`config.mk`:
```
export PLATFORM = sky130hd
export DESIGN_NAME = flash_done_poller
export DESIGN_NICKNAME = d
export VERILOG_FILES = /design/src/rtl/flash_done_poller.sv
export SDC_FILE = /design/constraint.sdc
export NUM_CORES = 1
export LEC_CHECK = 0
export ABC_AREA = 1
export BUFFER_PORTS_ARGS = -buffer_cell sky130_fd_sc_hd__buf_2
export CORE_AREA = 2 2 87 89
export CTS_BUF_LIST = sky130_fd_sc_hd__clkbuf_4 sky130_fd_sc_hd__clkbuf_8 sky130_fd_sc_hd__clkbuf_16
export CTS_CLUSTER_DIAMETER = 60
export CTS_CLUSTER_SIZE = 16
export DETAILED_ROUTE_END_ITERATION = 6
export DIE_AREA = 0 0 89 91
export PLACE_DENSITY_LB_ADDON = 0.2
export SETUP_SLACK_MARGIN = 0.05
export SYNTH_ARGS = -nofsm -noshare
export SYNTH_HDL_FRONTEND = slang
export SYNTH_SLANG_ARGS = --single-unit
```
`constraint.sdc`:
```
create_clock -name clk -period 2.97 [get_ports clk]
set_clock_uncertainty 0.1 [all_clocks]
set_input_delay 0.4455 -clock clk [delete_from_list [all_inputs] [get_ports clk]]
set_output_delay 0.4455 -clock clk [all_outputs]
set_load 0.005 [all_outputs]
```
`src/rtl/flash_done_poller.sv`:
```
module flash_done_poller #(
  parameter int CNT_W = 16
) (
  input  logic             clk,
  input  logic             rst_n,
  input  logic             start_i,
  input  logic [7:0]       exp_data_i,
  input  logic [CNT_W-1:0] limit_i,
  output logic             rd_req_o,
  input  logic             rd_ack_i,
  input  logic [7:0]       rd_data_i,
  output logic             done_o,
  output logic             fail_o
);

  logic             busy, have_prev, prev6, confirm, conf_seen;
  logic [1:0]       want;
  logic [CNT_W-1:0] cnt;

  wire rd       = busy & rd_ack_i;
  wire stable   = have_prev & (rd_data_i[6] == prev6);
  wire complete = stable & (rd_data_i[7:6] == want);
  wire conf_end = confirm & conf_seen;
  wire wd_hit   = (limit_i != '0) && ((cnt + 1'b1) == limit_i);
  wire finish   = complete | conf_end | wd_hit;
  wire is_fail  = !complete & (conf_end ? !stable : wd_hit);

  assign rd_req_o = busy;

  always_ff @(posedge clk) begin
    if (!rst_n) begin
      busy      <= 1'b0;
      have_prev <= 1'b0;
      prev6     <= 1'b0;
      confirm   <= 1'b0;
      conf_seen <= 1'b0;
      want      <= 2'b00;
      cnt       <= '0;
      done_o    <= 1'b0;
      fail_o    <= 1'b0;
    end else begin
      done_o <= 1'b0;
      fail_o <= 1'b0;
      if (!busy && start_i) begin
        busy      <= 1'b1;
        want      <= exp_data_i[7:6];
        have_prev <= 1'b0;
        confirm   <= 1'b0;
        conf_seen <= 1'b0;
        cnt       <= '0;
      end else if (rd) begin
        prev6     <= rd_data_i[6];
        have_prev <= 1'b1;
        cnt       <= cnt + 1'b1;
        if (confirm)
          conf_seen <= 1'b1;
        else if (rd_data_i[5] && !complete)
          confirm <= 1'b1;
        if (finish) begin
          busy   <= 1'b0;
          done_o <= 1'b1;
          fail_o <= is_fail;
        end
      end
    end
  end

endmodule


```
Word level (Yosys, flattened, before mapping)
Index checks and enable logic that the tools add are counted.
Cells by class
  add/subtract/negate cells: 1
  muxes and demuxes: 7
  equality and inequality tests: 3
  bitwise operators: 11
  reductions and logical operators: 15
Operator list (count)
  $add A16 B1 Y16 const B: 1
  $eq A16 B16 Y1: 1
  $reduce_bool A16 Y1: 1
  $mux W1: 7
  $reduce_and A2 Y1: 3
  $and A1 B1 Y1: 5
  $not A1 Y1: 4
  $reduce_bool A2 Y1: 2
  $reduce_or A4 Y1: 1
  $logic_and A1 B1 Y1: 3
  $logic_not A1 Y1: 3
  $reduce_or A3 Y1: 1
  $eq A2 B2 Y1: 1
  $or A1 B1 Y1: 2
  $reduce_or A2 Y1: 1
  $eq A1 B1 Y1: 1
Word-level totals
  register bits: 25

Logic depth before layout (Yosys ltp)
Gate-level depths: netlist of run 1.
  depth in word-level cells: 8
  depth in mapped cells: 15

Worst setup path after synthesis of run 1
OpenSTA, ideal clock, no wires.
  path kind: register -> register
  from: register cnt[0]
  to: register busy, in the netlist rd_req_o
  required time: 2.751 ns
  cell stages (with the launch flop): 15
  period minus slack after synthesis: 1.717 ns
  arrival time: 1.497 ns
  library setup time: 0.119 ns
  setup slack: 1.253 ns
  buffers on the path: 0
  cells stage by stage: dfxtp_1 ha_1 nand2_1 nor2_4 nand3_1 nand2_1 nand2_1 nand2_1 nand2_1 nor2_1 nand2_1 nor2_1 nand2_1 nand3_2 a21oi_1
Between the ends
  longest elaborated chain between the ends: 6
RTL lines
  start: declaration: RTL line 18  | logic [CNT_W-1:0] cnt;
  start signal: assignment: RTL line 54  | cnt <= cnt + 1'b1;
  $add A16 B1 Y16: RTL line 24  | wire wd_hit = (limit_i != '0) && ((cnt + 1'b1) == limit_i);
  $eq A16 B16 Y1: RTL line 24
  $logic_and A1 B1 Y1: RTL line 24
  $or A1 B1 Y1: RTL line 25  | wire finish = complete | conf_end | wd_hit;
  $reduce_bool A2 Y1 (no line)
  $reduce_and A2 Y1 (no line)
  end signal: assignment: RTL line 32  | busy <= 1'b0;
  end signal: assignment: RTL line 45  | busy <= 1'b1;
  end signal: assignment: RTL line 60  | busy <= 1'b0;
  end: declaration: RTL line 16  | logic busy, have_prev, prev6, confirm, conf_seen;
Every way passes these cells.
A chain may end at the register's enable or synchronous reset.

Worst setup path after layout of run 1
  from: register cnt[0]
  to: register done_o
Between the ends
  longest elaborated chain between the ends: 5
RTL lines
  $add A16 B1 Y16: RTL line 24
  $eq A16 B16 Y1: RTL line 24
  $logic_and A1 B1 Y1: RTL line 24
  $or A1 B1 Y1: RTL line 25
  $mux W1: RTL line 59  | if (finish) begin
  end signal: assignment: RTL line 39  | done_o <= 1'b0;
  end signal: assignment: RTL line 42  | done_o <= 1'b0;
  end signal: assignment: RTL line 61  | done_o <= 1'b1;
  end: declaration: RTL line 12  | output logic done_o,
Every way passes these cells.

==> results of run 1 <==
==> power by group through the flow <==
stage,registers (W),logic (W),clock network (W)
floorplan,0.000367,0.0000754,0
global placement,0.000370,0.000116,0
detailed placement,0.000370,0.000117,0
CTS,0.000362,0.000117,0.000238
global route,0.000365,0.000134,0.000254
finish,0.000362,0.000115,0.000226
==> cell usage after synthesis, types with 2 or more instances <==
| library cell | number |
|---|---|
| nand2_1 | 72 |
| inv_1 | 50 |
| nand3_1 | 41 |
| nor2_1 | 28 |
| dfxtp_1 | 25 |
| o21ai_0 | 16 |
| a21oi_1 | 14 |
| nand4_1 | 11 |
| o211ai_1 | 5 |
| xor2_1 | 5 |
| clkbuf_1 | 4 |
| nor2_4 | 4 |
| nand2_2 | 3 |
| a31oi_1 | 2 |
==> worst register-to-register path, stage by stage, from the launching register on <==
cell	delay, ps
dfxtp_1	400
ha_1	220
nand3_1	160
nor2_1	280
nand4_1	160
nand3_1	120
nand2_1	50
nor2_1	130
nand2_1	70
nor2_1	80
nand2_1	90
nand3_2	80
nand3_1	70
inv_1	80
==> kinds of logic after synthesis <==
group                      synth area share [%]
and+or+nand+nor                            42.5
DFF                                        28.7
xor gates and xnor gates                   4.30
adders and majority gates                 0.717
AOI/OAI and AO/OA                          11.5
buffers and inverters                      12.3
==> stage by stage <==
step / setup slack (ps) / cells / power (W) / area (sq um)
floorplan: 1250 / 290 / 0.000442 / 1740
global placement: 877 / 413 / 0.000486 / 2000
detailed placement: 848 / 413 / 0.000487 / 2000
CTS: 821 / 417 / 0.000718 / 2050
global route: 575 / 417 / 0.000752 / 2050
finish: 849 / 417 / 0.000703 / 2050
==> cell type report <==
| class | count | share of cell area (%) |
|---|---|---|
| Inverter | 52 | 9.53 |
| Timing Repair Buffer | 29 | 7.33 |
| Sequential cell | 25 | 24.4 |
| Clock inverter | 1 | 0.428 |
| Multi-Input combinational cell | 208 | 50.2 |
| Clock buffer | 3 | 2.02 |
| Tap cell | 99 | 6.05 |
==> metal layers <==
metal,share of wire [%],up-vias,track usage [%]
li1,-,987,-
met1,49,797,17.1
met2,46,36,18.9
met3,4.4,2,2.73
met4,0.52,0,1.87
met5,0,-,0
==> layout by cell type (no fill, tap or decap) <==
cell / instances
buf_4: 2
buf_2: 27
ha_1: 1
nand3_1: 41
inv_1: 50
inv_2: 1
nand2_2: 3
xnor2_1: 1
nor2_4: 4
nor3_1: 1
xnor3_1: 1
nand2_1: 72
nand3_2: 1
or2_2: 1
inv_6: 1
nor2_1: 28
nand4_1: 11
a31oi_1: 2
xor2_1: 5
nor2_2: 1
clkinv_1: 1
a21oi_1: 14
dfxtp_1: 25
o211ai_1: 5
o21ai_0: 16
clkbuf_8: 3
==> how the worst max path moves through the flow <==
stage                start       end  depth (start not counted)
global placement    cnt[0]  rd_req_o                         12
floorplan           cnt[0]  rd_req_o                         14
finish              cnt[0]    done_o                         13
detailed placement  cnt[0]  rd_req_o                         12
CTS                 cnt[0]    done_o                         13
global route        cnt[0]    done_o                         13
==> metrics.md, run 1 <==
| Metric | Value |
|---|---|
| Ys async rst share | `0%` |
| Clk Latency, worst-skew pair | `280 ps` |
| CTS max path bufs | `2` |
| Worst hold path type | `primary input to flip-flop` |
| Post-DRT Antenna Nets | `0` |
| Fraction of layout cells with a size suffix above 1 | `between 10% and 20%` |
| Num CTS Buffers | `3` |
| Crit Path Class | `flip-flop to flip-flop` |
| Multi-input logic area | `1030 sq um` |
| Leading area contributor after synthesis | `dfxtp_1` |
| First-pass GRT wire length | `approximately 7600 um` |
| Flops & latches, synth | `25` |
| I/O pins | `39` |
| Final Cycle Share | `just over 70%` |
| Final setup violation count | `0` |
| Largest net degree at the start of global routing | `21` |
| Min-Delay Endpoint | `want[1]` |
| Vias per std cell | `4.37` |
| Yosys warns | `0` |
| Leakage Power | `1.02 nW` |
| Worst Path Arrival | `around 2300 ps` |
| Top Registers | `cnt (16), want (2)` |
| Root buffer selected by CTS | `clkbuf_8` |
| Post-synth EDFFs | `0` |
| Crit start category | `flip-flop` |
| Max-Cap Viols | `0` |
| DP Wirelength | `3610 um` |
| Max Clk Rate | `between 400 and 500 MHz` |
| H-tree Lvls | `1` |
| Input/output buffers | `27` |
| Tmin final | `~2100 ps` |
| Top reg by flops | `cnt` |
| Pint | `roughly 0.00049 W` |
| Bufs and invs on worst path | `1` |
| Syn Inst Count | `290` |
| CTS sink cnt | `25` |
| R2R cell count | `13` |
| Seq. cell area | `roughly 500 sq um` |
| Clock power share | `32.1%` |
| Worst setup EP type | `flip-flop` |
| WP data required | `3110 ps` |
| CORE AREA | `7140 sq um` |
| P&R area growth vs syn | `17.4%` |
| Sequential power share | `51.5%` |
| Vias in the first global route | `1626` |
| Setup TNS | `0 ps` |
| Post-CTS Setup Bufs | `0` |
| Hold Path Depth | `3` |
| Main flop type after synthesis | `dfxtp_1` |
| DRC violations left | `0` |
| Fin nets | `356` |
| Die height | `91 um` |
| Crit-path max FO | `4` |
| Width of the die | `89 um` |
| Reg2reg setup slack | `850 ps` |
| Post-CTS Resized | `0` |
| Hold WS | `around 280 ps` |
| Synth top area share | `28.7%` |
| Worst vdd ir | `between 0.0003 and 0.0004 V` |
| TritonCTS clock tree | `done` |
| WL final | `approximately 4600 um` |
| WL/cell | `11.1 um` |
| Sw Ratio | `29.7%` |
| Final core utilization | `approximately 29%` |
| Row count | `31` |
| Status | `completed` |
| Netlist cell types | `24` |
| RSZ-0062 raised after global routing | `false` |
| CP max stage delay | `400 ps` |
| FILL cells | `845` |
| Via count | `1822` |
| Endpoints failing hold | `0` |
| Gp weighted congestion | `0.786` |
| GRT overflow | `0` |
| Sequential element share of the synthesized area | `28.7%` |
| Reg2reg start | `cnt[0]` |
| Comb pwr share | `16.4%` |
| Slew headroom | `between 50% and 60%` |
| Detailed Routing Iterations Pass 1 | `5` |
| Initial antenna violation count | `0` |
| Synth area leaders | `dfxtp_1 (29%), nand2_1 (15%), nand3_1 (12%), inv_1 (11%), nor2_1 (6.0%)` |
| Switching pwr | `roughly 0.00021 W` |
| ANT cells | `0` |
| Gr usage total | `about 12%` |
| Worst-Margin Slew | `646 ps` |
| Hold wc startpoint | `exp_data_i[7]` |
| Clock transition at path regs | `roughly 110 ps` |
| Die area | `8100 sq um` |
| Cell Area, Synth | `1740 sq um` |
| CP max-delay cell | `dfxtp_1` |
| Hold_buf cts | `0` |
| Slew Viols, Final | `0` |
| Max reg flops | `16` |
| Syn_nets | `327` |
| DRT iter0 DRCs | `64` |
| Initial core utilization | `between 20% and 30%` |
| CP cell instances | `ha_1, nand3_1, nor2_1, nand4_1, nand3_1, nand2_1, nor2_1, nand2_1, nor2_1, nand2_1, nand3_2, nand3_1, inv_1` |
| R2R Path End | `done_o` |
| Crit-path leading delay family | `simple AND/OR/NAND/NOR gates` |
| PwrDens | `343 nW/um^2` |
| Syn avg cell area | `6.01 sq um` |
(Power assumes the default switching activity.)
==> inputs of run 2 (changes only) <==
Clock period 2.97 ns to 1.8 ns, I/O delays scaled along.
==> metrics.md, run 2 (same netlist as run 1, synthesis figures left out) <==
| Metric | Value |
|---|---|
| First-pass GRT wire length | `8590 um (+13%)` |
| Fraction of layout cells with a size suffix above 1 | `28.9% (+15 points)` |
| Num CTS Buffers | `3 (unchanged)` |
| Violated checks | `negative setup slack` |
| Via count | `1947 (+6.9%)` |
| DRT iter0 DRCs | `77 (+20%)` |
| Detailed Routing Iterations Pass 1 | `4 (-1)` |
| Top reg by flops | `cnt` |
| Vias in the first global route | `1862 (+15%)` |
| Leakage Power | `1.20 nW (+18%)` |
| Worst-Margin Slew | `361 ps (-285 ps)` |
| Gp weighted congestion | `0.780 (-0.81%)` |
| Commonest non-fill, non-tap cell in the layout | `nand2_1` |
| Final instance area | `2400 sq um (+17%)` |
| Pre-CTS WS | `-243 ps (-1090 ps)` |
| R2R cell count | `14 (+1)` |
| Clk Latency, worst-skew pair | `280 ps (about the same)` |
| Worst hold path type | `primary input to flip-flop` |
| Post-DRT Antenna Nets | `0 (unchanged)` |
| H-tree Lvls | `1 (unchanged)` |
| WP data required | `1930 ps (-1180 ps)` |
| Top Registers | `cnt (16), want (2)` |
| WL final | `5170 um (+12%)` |
| Gr usage total | `13.4% (+1.4 points)` |
| Worst Path Arrival | `2030 ps (-230 ps)` |
| Crit Path Class | `flip-flop to flip-flop` |
| Worst setup EP type | `flip-flop` |
| Fin nets | `387 (+8.7%)` |
| Die area | `8100 sq um (unchanged)` |
| I/O pins | `39 (unchanged)` |
| ANT cells | `0 (unchanged)` |
| Placed Instance Area | `2150 sq um (+7.5%)` |
| DP Wirelength | `3910 um (+8.2%)` |
| Row count | `31 (unchanged)` |
| Final setup violation count | `3 (+3)` |
| Crit start category | `flip-flop` |
| Largest net degree at the start of global routing | `21 (unchanged)` |
| PwrDens | `497 nW/um^2 (+45%)` |
| Vias per std cell | `4.35 (-0.53%)` |
| Max-Cap Viols | `0 (unchanged)` |
| Width of the die | `89 um (unchanged)` |
| Hold_buf cts | `0 (unchanged)` |
| Hold Path Depth | `3 (unchanged)` |
| Die height | `91 um (unchanged)` |
| Worst vdd ir | `0.000480 V (+49%)` |
| Tmin final | `1900 ps (-221 ps)` |
| Status | `complete, but fails checks` |
| Input/output buffers | `27 (unchanged)` |
| Slew headroom | `75.8% (+19 points)` |
| CTS sink cnt | `25 (unchanged)` |
| Root buffer selected by CTS | `clkbuf_8` |
| CORE AREA | `7140 sq um (unchanged)` |
| DRC violations left | `0 (unchanged)` |
| Final Cycle Share | `106% (+34 points)` |
| WL/cell | `11.5 um (+4.4%)` |
| Endpoints failing hold | `0 (unchanged)` |
| Initial core utilization | `24.4% (unchanged)` |
| Initial antenna violation count | `0 (unchanged)` |
| Max Clk Rate | `526 MHz (+12%)` |
| Final worst slack | `-99.9 ps (-949 ps)` |
| GRT overflow | `0 (unchanged)` |
| CTS max path bufs | `2 (unchanged)` |
| P&R area growth vs syn | `37.4%` |
| Most frequent cells in the layout | `nand2_1 (61), inv_1 (49), nand3_1 (39)` |
| Max reg flops | `16 (unchanged)` |
| RSZ-0062 raised after global routing | `true` |
| TritonCTS clock tree | `done` |
| Clock transition at path regs | `100 ps (about the same)` |
| Crit-path max FO | `7 (+3)` |
| Slew Viols, Final | `0 (unchanged)` |
run 2: layer usage:
layer	part of all wire, %	track usage, %
met5	0	0
met4	0.56	1.87
met3	3.5	2.82
met2	49	23.0
met1	47	17.6
run 2: final timing paths:
path,startpoint,endpoint,slack (ps)
worst max-delay path,cnt[0],done_o,-100
worst min-delay path,exp_data_i[6],want[0],110
worst max register to register,cnt[0],done_o,-100
worst min register to register,prev6,prev6,390
run 2: power breakdown:
| part | total (W) | internal (W) | switching (W) | leakage [nW] |
|---|---|---|---|---|
| clock | 0.000368 | 0.000163 | 0.000205 | 0.0261 |
| sequential | 0.000596 | 0.000575 | 0.0000212 | 0.206 |
| combinational | 0.000228 | 0.000102 | 0.000126 | 0.965 |
| total | 0.00119 | 0.000839 | 0.000353 | 1.20 |
run 2: repair_timing:
| item | CTS | global route |
|---|---|---|
| resized for setup | 21 | 19 |
| buffers inserted | 9 | 2 |
| endpoints found under the setup margin | 3 | 4 |
| pin swaps | 6 | 13 |
run 2: layout make-up:
cell class              count  area (sq um)
flip-flops and latches     25           508
clock inverters             1          8.76
multi-input cells         208          1110
clock buffers               3          41.3
fillers                   831          4740
repair buffers             60           405
inverters                  52           195
well taps                  99           124
run 2: worst max-delay path, stage by stage, from the launching register on:
cell     delay (ps)
dfxtp_2         360
buf_4           130
inv_2            50
nor2_4          240
nand2_2         110
inv_2            90
nand2_1          50
nand2_1          80
nand2_2          70
xor2_2          180
nor2_2          120
nand2_2          90
nand3_2          70
nand3_1          60
inv_1            50
run 2: per-stage QoR:
stage	setup TNS (ps)	hold slack [ps]	total power, W	utilization [%]	cells
after floorplan	0	296	0.000729	-	290
after global placement	-518	365	0.000822	30.1	433
after detailed placement	-662	372	0.000823	30.1	433
after CTS	-284	106	0.00121	32.5	446
after global routing	-776	103	0.00127	33.6	448
final	-250	112	0.00119	33.6	448
